[src/rtl/flash_pkg.sv]
// Shared types and command codes for the flash bus front end.
// Assumes a sixteen-line data bus; command codes are decoded from bits 7..0.
package flash_pkg;
    localparam int DQ_W = 16;

    typedef enum logic [1:0] {
        MODE_READ   = 2'd0,
        MODE_ID     = 2'd1,
        MODE_PSETUP = 2'd2
    } flash_mode_e;

    localparam logic [7:0] CMD_ID_ENTER = 8'h90;
    localparam logic [7:0] CMD_TO_READ  = 8'hF0;
    localparam logic [7:0] CMD_PROGRAM  = 8'hA0;
endpackage

[src/rtl/flash_rst_filter.sv]
// Hardware reset pulse filter: asserts rst_active once hw_rst_n has been
// sampled low on RST_MIN consecutive clocks; clears on the first high sample.
// Assumes hw_rst_n is already synchronous to clk.
module flash_rst_filter #(
    parameter int RST_MIN = 4
) (
    input  logic clk,
    input  logic rst_n,
    input  logic hw_rst_n,
    output logic rst_active
);
    localparam int CW = $clog2(RST_MIN + 1);

    logic [CW-1:0] low_cnt;

    // Count consecutive low samples, saturating at RST_MIN.
    always_ff @(posedge clk) begin
        if (!rst_n) begin
            low_cnt <= '0;
        end else if (hw_rst_n) begin
            low_cnt <= '0;
        end else if (low_cnt != CW'(RST_MIN)) begin
            low_cnt <= low_cnt + 1'b1;
        end
    end

    assign rst_active = (low_cnt == CW'(RST_MIN));
endmodule

[src/rtl/flash_cmd_ctrl.sv]
// Command unit: captures bus writes, commits them on the rising write strobe,
// tracks the internal mode and times a program with a down-counter.
// Assumes pins are synchronous to clk; abort comes from the reset filter.
module flash_cmd_ctrl
    import flash_pkg::*;
#(
    parameter int ADDR_W      = 4,
    parameter int PROG_CYCLES = 20
) (
    input  logic              clk,
    input  logic              rst_n,
    input  logic              abort,
    input  logic              ce_n,
    input  logic              oe_n,
    input  logic              we_n,
    input  logic              word_sel,
    input  logic [ADDR_W-1:0] addr,
    input  logic [DQ_W-1:0]   dq_in,
    output flash_mode_e       mode,
    output logic              busy,
    output logic              wr_en,
    output logic [ADDR_W-1:0] wr_addr,
    output logic [DQ_W-1:0]   wr_data,
    output logic [1:0]        wr_mask
);
    localparam int TW = $clog2(PROG_CYCLES + 1);

    logic              we_q;
    logic              armed;
    logic [ADDR_W-1:0] cap_addr;
    logic [DQ_W-1:0]   cap_data;
    logic              cap_word;
    logic [TW-1:0]     timer;
    logic              bus_wr;
    logic              commit;

    assign bus_wr = !ce_n && oe_n && !we_n && !abort;
    assign commit = armed && we_n && !we_q && !abort;

    // Capture, commit, mode tracking and program timing.
    always_ff @(posedge clk) begin
        if (!rst_n) begin
            we_q     <= 1'b1;
            armed    <= 1'b0;
            cap_addr <= '0;
            cap_data <= '0;
            cap_word <= 1'b1;
            mode     <= MODE_READ;
            busy     <= 1'b0;
            timer    <= '0;
            wr_addr  <= '0;
            wr_data  <= '0;
            wr_mask  <= '0;
        end else begin
            we_q <= we_n;
            if (abort) begin
                armed <= 1'b0;
                busy  <= 1'b0;
                timer <= '0;
                mode  <= MODE_READ;
            end else begin
                if (bus_wr && !busy) begin
                    armed    <= 1'b1;
                    cap_addr <= addr;
                    cap_data <= dq_in;
                    cap_word <= word_sel;
                end else if (commit || ce_n || !oe_n) begin
                    armed <= 1'b0;
                end

                if (commit) begin
                    if (mode == MODE_PSETUP) begin
                        busy    <= 1'b1;
                        timer   <= TW'(PROG_CYCLES - 1);
                        wr_addr <= cap_addr;
                        mode    <= MODE_READ;
                        if (cap_word) begin
                            wr_data <= cap_data;
                            wr_mask <= 2'b11;
                        end else begin
                            wr_data <= {cap_data[7:0], cap_data[7:0]};
                            wr_mask <= cap_data[15] ? 2'b10 : 2'b01;
                        end
                    end else begin
                        case (cap_data[7:0])
                            CMD_ID_ENTER: mode <= MODE_ID;
                            CMD_TO_READ:  mode <= MODE_READ;
                            CMD_PROGRAM:  mode <= MODE_PSETUP;
                            default:      mode <= mode;
                        endcase
                    end
                end

                if (busy) begin
                    if (timer == '0) begin
                        busy <= 1'b0;
                    end else begin
                        timer <= timer - 1'b1;
                    end
                end
            end
        end
    end

    assign wr_en = busy && (timer == '0) && !abort;
endmodule

[src/rtl/flash_array.sv]
// Register model of the word array with per-byte write enables.
// Assumes a small depth; reset loads a computed pattern into every word.
module flash_array
    import flash_pkg::*;
#(
    parameter int ADDR_W = 4
) (
    input  logic              clk,
    input  logic              rst_n,
    input  logic              wr_en,
    input  logic [ADDR_W-1:0] wr_addr,
    input  logic [DQ_W-1:0]   wr_data,
    input  logic [1:0]        wr_mask,
    input  logic [ADDR_W-1:0] rd_addr,
    output logic [DQ_W-1:0]   rd_data
);
    localparam int DEPTH = 1 << ADDR_W;

    logic [DQ_W-1:0] mem [DEPTH];

    // Load the pattern on reset, otherwise apply masked byte writes.
    always_ff @(posedge clk) begin
        if (!rst_n) begin
            for (int i = 0; i < DEPTH; i++) begin
                mem[i] <= {8'(i) ^ 8'hA5, 8'(i)};
            end
        end else if (wr_en) begin
            if (wr_mask[0]) mem[wr_addr][7:0]  <= wr_data[7:0];
            if (wr_mask[1]) mem[wr_addr][15:8] <= wr_data[15:8];
        end
    end

    assign rd_data = mem[rd_addr];
endmodule

[src/rtl/flash_io_steer.sv]
// Output steering: picks array or identifier data, selects the byte lane in
// the byte layout and computes the per-line drive enables.
// Assumes dq_in[15] is the byte address when the byte layout is selected.
module flash_io_steer
    import flash_pkg::*;
#(
    parameter logic [7:0] MFR_CODE = 8'h37,
    parameter logic [7:0] DEV_CODE = 8'hC4
) (
    input  flash_mode_e     mode,
    input  logic [DQ_W-1:0] rd_word,
    input  logic            addr_lsb,
    input  logic            byte_hi,
    input  logic            word_sel,
    input  logic            ce_n,
    input  logic            oe_n,
    input  logic            we_n,
    input  logic            rst_active,
    output logic [DQ_W-1:0] dq_out,
    output logic [DQ_W-1:0] dq_oe
);
    logic            drive;
    logic [DQ_W-1:0] src;

    assign drive = !ce_n && !oe_n && we_n && !rst_active;

    // Select the data source and lay it onto the bus for the width in use.
    always_comb begin
        if (mode == MODE_ID) begin
            src = {8'h00, addr_lsb ? DEV_CODE : MFR_CODE};
        end else if (word_sel) begin
            src = rd_word;
        end else begin
            src = {8'h00, byte_hi ? rd_word[15:8] : rd_word[7:0]};
        end
        dq_out = drive ? src : '0;
        dq_oe  = drive ? (word_sel ? 16'hFFFF : 16'h00FF) : '0;
    end
endmodule

[src/rtl/flash_bus_front.sv]
// Top of the flash bus front end: reset filter, command unit, array model
// and output steering. Pins are sampled on clk; outputs are combinational.
module flash_bus_front
    import flash_pkg::*;
#(
    parameter int         ADDR_W      = 4,
    parameter int         PROG_CYCLES = 20,
    parameter int         RST_MIN     = 4,
    parameter logic [7:0] MFR_CODE    = 8'h37,
    parameter logic [7:0] DEV_CODE    = 8'hC4
) (
    input  logic              clk,
    input  logic              rst_n,
    input  logic              ce_n,
    input  logic              oe_n,
    input  logic              we_n,
    input  logic              hw_rst_n,
    input  logic              word_sel,
    input  logic [ADDR_W-1:0] addr,
    input  logic [15:0]       dq_in,
    output logic [15:0]       dq_out,
    output logic [15:0]       dq_oe,
    output logic              busy
);
    logic              rst_active;
    flash_mode_e       mode;
    logic              wr_en;
    logic [ADDR_W-1:0] wr_addr;
    logic [DQ_W-1:0]   wr_data;
    logic [1:0]        wr_mask;
    logic [DQ_W-1:0]   rd_word;

    flash_rst_filter #(.RST_MIN(RST_MIN)) rst_filt_i (
        .clk(clk), .rst_n(rst_n), .hw_rst_n(hw_rst_n), .rst_active(rst_active)
    );

    flash_cmd_ctrl #(.ADDR_W(ADDR_W), .PROG_CYCLES(PROG_CYCLES)) cmd_i (
        .clk(clk), .rst_n(rst_n), .abort(rst_active),
        .ce_n(ce_n), .oe_n(oe_n), .we_n(we_n), .word_sel(word_sel),
        .addr(addr), .dq_in(dq_in), .mode(mode), .busy(busy),
        .wr_en(wr_en), .wr_addr(wr_addr), .wr_data(wr_data), .wr_mask(wr_mask)
    );

    flash_array #(.ADDR_W(ADDR_W)) array_i (
        .clk(clk), .rst_n(rst_n), .wr_en(wr_en), .wr_addr(wr_addr),
        .wr_data(wr_data), .wr_mask(wr_mask), .rd_addr(addr), .rd_data(rd_word)
    );

    flash_io_steer #(.MFR_CODE(MFR_CODE), .DEV_CODE(DEV_CODE)) steer_i (
        .mode(mode), .rd_word(rd_word), .addr_lsb(addr[0]), .byte_hi(dq_in[15]),
        .word_sel(word_sel), .ce_n(ce_n), .oe_n(oe_n), .we_n(we_n),
        .rst_active(rst_active), .dq_out(dq_out), .dq_oe(dq_oe)
    );
endmodule

[config.mk]
export PLATFORM = sky130hd
export DESIGN_NAME = flash_bus_front
export DESIGN_NICKNAME = d
export VERILOG_FILES = /design/src/rtl/flash_pkg.sv /design/src/rtl/flash_rst_filter.sv /design/src/rtl/flash_cmd_ctrl.sv /design/src/rtl/flash_array.sv /design/src/rtl/flash_io_steer.sv /design/src/rtl/flash_bus_front.sv
export SDC_FILE = /design/constraint.sdc
export NUM_CORES = 1
export LEC_CHECK = 0
export CELL_PAD_IN_SITES_DETAIL_PLACEMENT = 0
export CELL_PAD_IN_SITES_GLOBAL_PLACEMENT = 1
export CORE_ASPECT_RATIO = 0.7
export CORE_UTILIZATION = 30
export CTS_BUF_LIST = sky130_fd_sc_hd__clkbuf_4 sky130_fd_sc_hd__clkbuf_8
export CTS_CLUSTER_SIZE = 28
export DETAILED_ROUTE_END_ITERATION = 10
export PLACE_DENSITY_LB_ADDON = 0.1
export SYNTH_ARGS = -nofsm -noshare
export SYNTH_HDL_FRONTEND = slang
export SYNTH_SLANG_ARGS = --single-unit
[constraint.sdc]
create_clock -name clk -period 5.79 [get_ports clk]
set_input_delay 1.737 -clock clk [delete_from_list [all_inputs] [get_ports clk]]
set_output_delay 1.737 -clock clk [all_outputs]
set_load 0.01 [all_outputs]
==> metrics <==
Leak Pwr 5.91 nW; GRT Resource Usage Total 0.193; sequential fraction of the synthesis area 0.604; GRT overflow 0; maxcap violations 0; Simple-Gate Fraction of Synth Area 0.174; met1 WL 25.4 mm; Synth Warn # 0; Crit Reg-Reg Startpoint cmd_i.timer[0]; synth unique cells 49; Post-Syn Instances 1,171; final hold vios 0; die height 187 µm; crit-path cells buf_4, buf_4, mux4_2, mux2_2, a21oi_1, buf_4, a211oi_1, clkdlybuf4s50_1; Cell Area, Synth 14,600 µm²; Hold Path Depth 2; syn_nets 1,201; vias in the first global route 9,476; Tcrit/Tclk final 0.991; PwrDens 282 nW/µm²; met2 routed WL 18.0 mm; core area 48,000 µm²; DRT iter0 DRCs 811; Synth area leader edfxtp_1; die width 266 µm; CTS Buffer Depth 3; max incr delay on CP 0.58 ns; worst-path fanout max 9; met3 wire length 3.85 mm; placed cell count 1,875; Die Footprint 49,500 µm²; Worst-path clk slew 0.07 ns; htree depth 2; Worst Reg-to-Reg Cells 6; CTS root buffer clkbuf_8; Via density 4.95; CP Buf/Inv Count 4; Residual DRC 0; CP Launch Type input pin; share of cells above drive strength 1 0.189; boundary pin count 60; Clock Sinks 312; RSZ-0062 raised after global routing false; first-pass GRT wire length 68.9 mm; antenna violations before repair 2; worst-case hold path end point cmd_i.wr_addr[3]; cts-stage hold buffer count 0; syn_area_per_cell 12.5 µm²; top cell type's share of synthesized area 0.527; IO Port Bufs 59; hold path start cmd_i.cap_addr[3]; Antenna Nets Post-Route 0; largest family of logic cells by synthesized area simple AND/OR/NAND/NOR gates; terminus of the critical flop-to-flop path array_i.mem[8][1]; run status completed; slowest cell on the critical path mux4_2; Worst slew margin 0.181; Slew Viols, Final 0; Tightest Pin Transition 1.22 ns; main area contributors after synthesis edfxtp_1 53%, dfxtp_1 7.7%, mux4_2 6.2%, and2_1 5.0%, mux2i_1 4.0%; EDFF count, synth 256; Area after DPL 16,300 µm²; WL final 48.1 mm; Row Count 67; Total Nets Final 1,310; CTS tree yes; critical path required time 4.05 ns; predominant post-synthesis flop cell edfxtp_1; fin crit period 5.74 ns; Area Growth Syn to Fin 19.4%; Compound-Gate Fraction of Synth Area 0.0690; kind of cell adding the most delay to the critical path buffers and inverters; Post-DP HPWL 33.6 mm; vias post-DR 9,774; proportion of synthesized area in mux cells 0.114; post-route setup slack 0.0516 ns; Placement Setup Slack -0.0786 ns; cell mode on critical path buf_4; Worst Setup End Kind output port; reg2reg setup slack 2.12 ns; crit path DAT 4.00 ns; worst min path class register to register; initial core utilization 0.304; routability cong. 0.819; WL/cell 24.4 µm; clk_lat worst skew 0.63 ns; crit path kind input pin to output port; Synth Area in Adders 0.00257; FF+latch count, synth 312; largest net degree at the start of global routing 39; final instance area 17,400 µm²; Filler cells 4,743; top sig layer met4; Final setup viols 0; CP startpoint addr[0]; Post-synth ARST share 0; Achievable Freq 174 MHz; clk_skew 0.0318 ns; Layout Cells excl Fill 1,976; XOR/XNOR Fraction of Synth Area 0.00240; VDD IR max 0.132 mV; Total Negative Setup Slacks 0 ns; worst hold slack 0.458 ns; Initial DRT Pass Iterations 6; CTS buffer count 54
==> synth_stat cells, types with 3 or more instances <==
| cell | number |
|---|---|
| o21a_1 | 5 |
| mux4_2 | 40 |
| nand2_1 | 104 |
| a21boi_0 | 33 |
| buf_4 | 15 |
| buf_2 | 12 |
| dfxtp_1 | 56 |
| nand4_1 | 3 |
| nor2b_1 | 12 |
| nand3_1 | 10 |
| o22ai_1 | 6 |
| nand3b_1 | 8 |
| nor3_1 | 43 |
| o211ai_1 | 4 |
| xnor2_1 | 3 |
| a31oi_1 | 4 |
| a211oi_1 | 8 |
| edfxtp_1 | 256 |
| a2111oi_0 | 3 |
| a21oi_1 | 16 |
| mux2i_1 | 59 |
| or2_1 | 5 |
| clkbuf_1 | 75 |
| ha_1 | 3 |
| a22oi_1 | 24 |
| nand2b_1 | 19 |
| inv_1 | 12 |
| or3_1 | 76 |
| nor2_1 | 64 |
| o211a_1 | 9 |
| o21ai_0 | 33 |
| and2_1 | 116 |
| mux2_2 | 15 |
==> where the power goes <==
group	internal, mW	switching, mW	total [mW]	leakage (nW)
Sequential	2.52	0.0489	2.57	2.93
Combinational	0.187	0.213	0.400	2.47
Clock	0.983	0.953	1.94	0.519
==> cells in the final DEF, fill, tap and decap left out, drive strengths merged, types with 9 or more instances in the layout <==
master         instances
a21boi                33
a21oi                 16
a22oi                 24
and2                 116
buf                   99
clkbuf                74
clkdlybuf4s50         55
clkinv                23
dfxtp                 56
edfxtp               256
inv                   12
mux2                  15
mux2i                 59
mux4                  40
nand2                104
nand2b                19
nand3                 10
nor2                  64
nor2b                 12
nor3                  44
o211a                  9
o21ai                 33
or3                   76
==> worst max-delay path by stage <==
stage	end	slack, ns	cells after the start
2_1_floorplan	dq_out[11]	0.60	4
3_3_place_gp	dq_out[7]	-0.17	9
3_5_place_dp	dq_out[2]	-0.08	9
4_1_cts	dq_out[2]	-0.04	9
5_1_grt	dq_out[6]	0.01	9
6_report	dq_out[5]	0.05	8
==> final cells by class <==
cell class	instances	area [µm²]	area share
diodes	1	2.50	0.000144
clock buffers	72	885	0.0508
clock inverters	24	98.8	0.00568
inverters	12	45.0	0.00259
multi-input cells	744	5320	0.306
flip-flops and latches	312	8810	0.506
well taps	655	820	0.0471
repair buffers	156	1440	0.0825
==> routing by layer <==
layer,track usage,up-vias
met5,0,-
met4,0.0389,0
met3,0.0525,64
met2,0.241,351
met1,0.320,4837
li1,-,4522
==> cells by family (layout without fill, tap and decap cells) <==
| family | Yosys count | after routing |
|---|---|---|
| other cells | 0 | 1 |
| mux | 114 | 114 |
| fa+ha+maj | 3 | 3 |
| simple gates | 475 | 475 |
| xor+xnor | 4 | 4 |
| flops | 312 | 312 |
| buf+inv | 115 | 264 |
| compound gates | 148 | 148 |
==> repair_timing <==
action,4_1_cts,5_1_grt
gates cloned,0,1
buffers inserted,0,3
gates resized for setup,4,12
pin swaps,0,0
endpoints found under the setup margin,3,12
==> worst reg2reg max path: stages (launching register included) <==
cell and delay (ns):
dfxtp_1 0.35, inv_1 0.07, ha_1 0.18, or3b_4 0.43, nor3b_4 0.35, nand3_1 0.67, o21ai_0 1.23
==> registers in the layout, indices dropped and copies added (netlist names) <==
name / cells
cmd_i.busy: 1
cmd_i.wr_addr: 4
array_i.mem: 256
cmd_i.wr_mask: 2
cmd_i.cap_addr: 4
cmd_i.timer: 5
cmd_i.wr_data: 16
cmd_i.armed: 1
cmd_i.we_q: 1
rst_filt_i.low_cnt: 3
cmd_i.cap_word: 1
cmd_i.cap_data: 16
cmd_i.mode: 2
==> stage by stage <==
| step | power, mW | util |
|---|---|---|
| detailed placement | 3.00 | 0.340 |
| CTS | 4.93 | 0.361 |
| global route | 5.07 | 0.363 |
| global placement | 3.01 | 0.340 |
| floorplan | 2.79 | - |
| finish | 4.90 | 0.363 |
(Power assumes the default switching activity.)
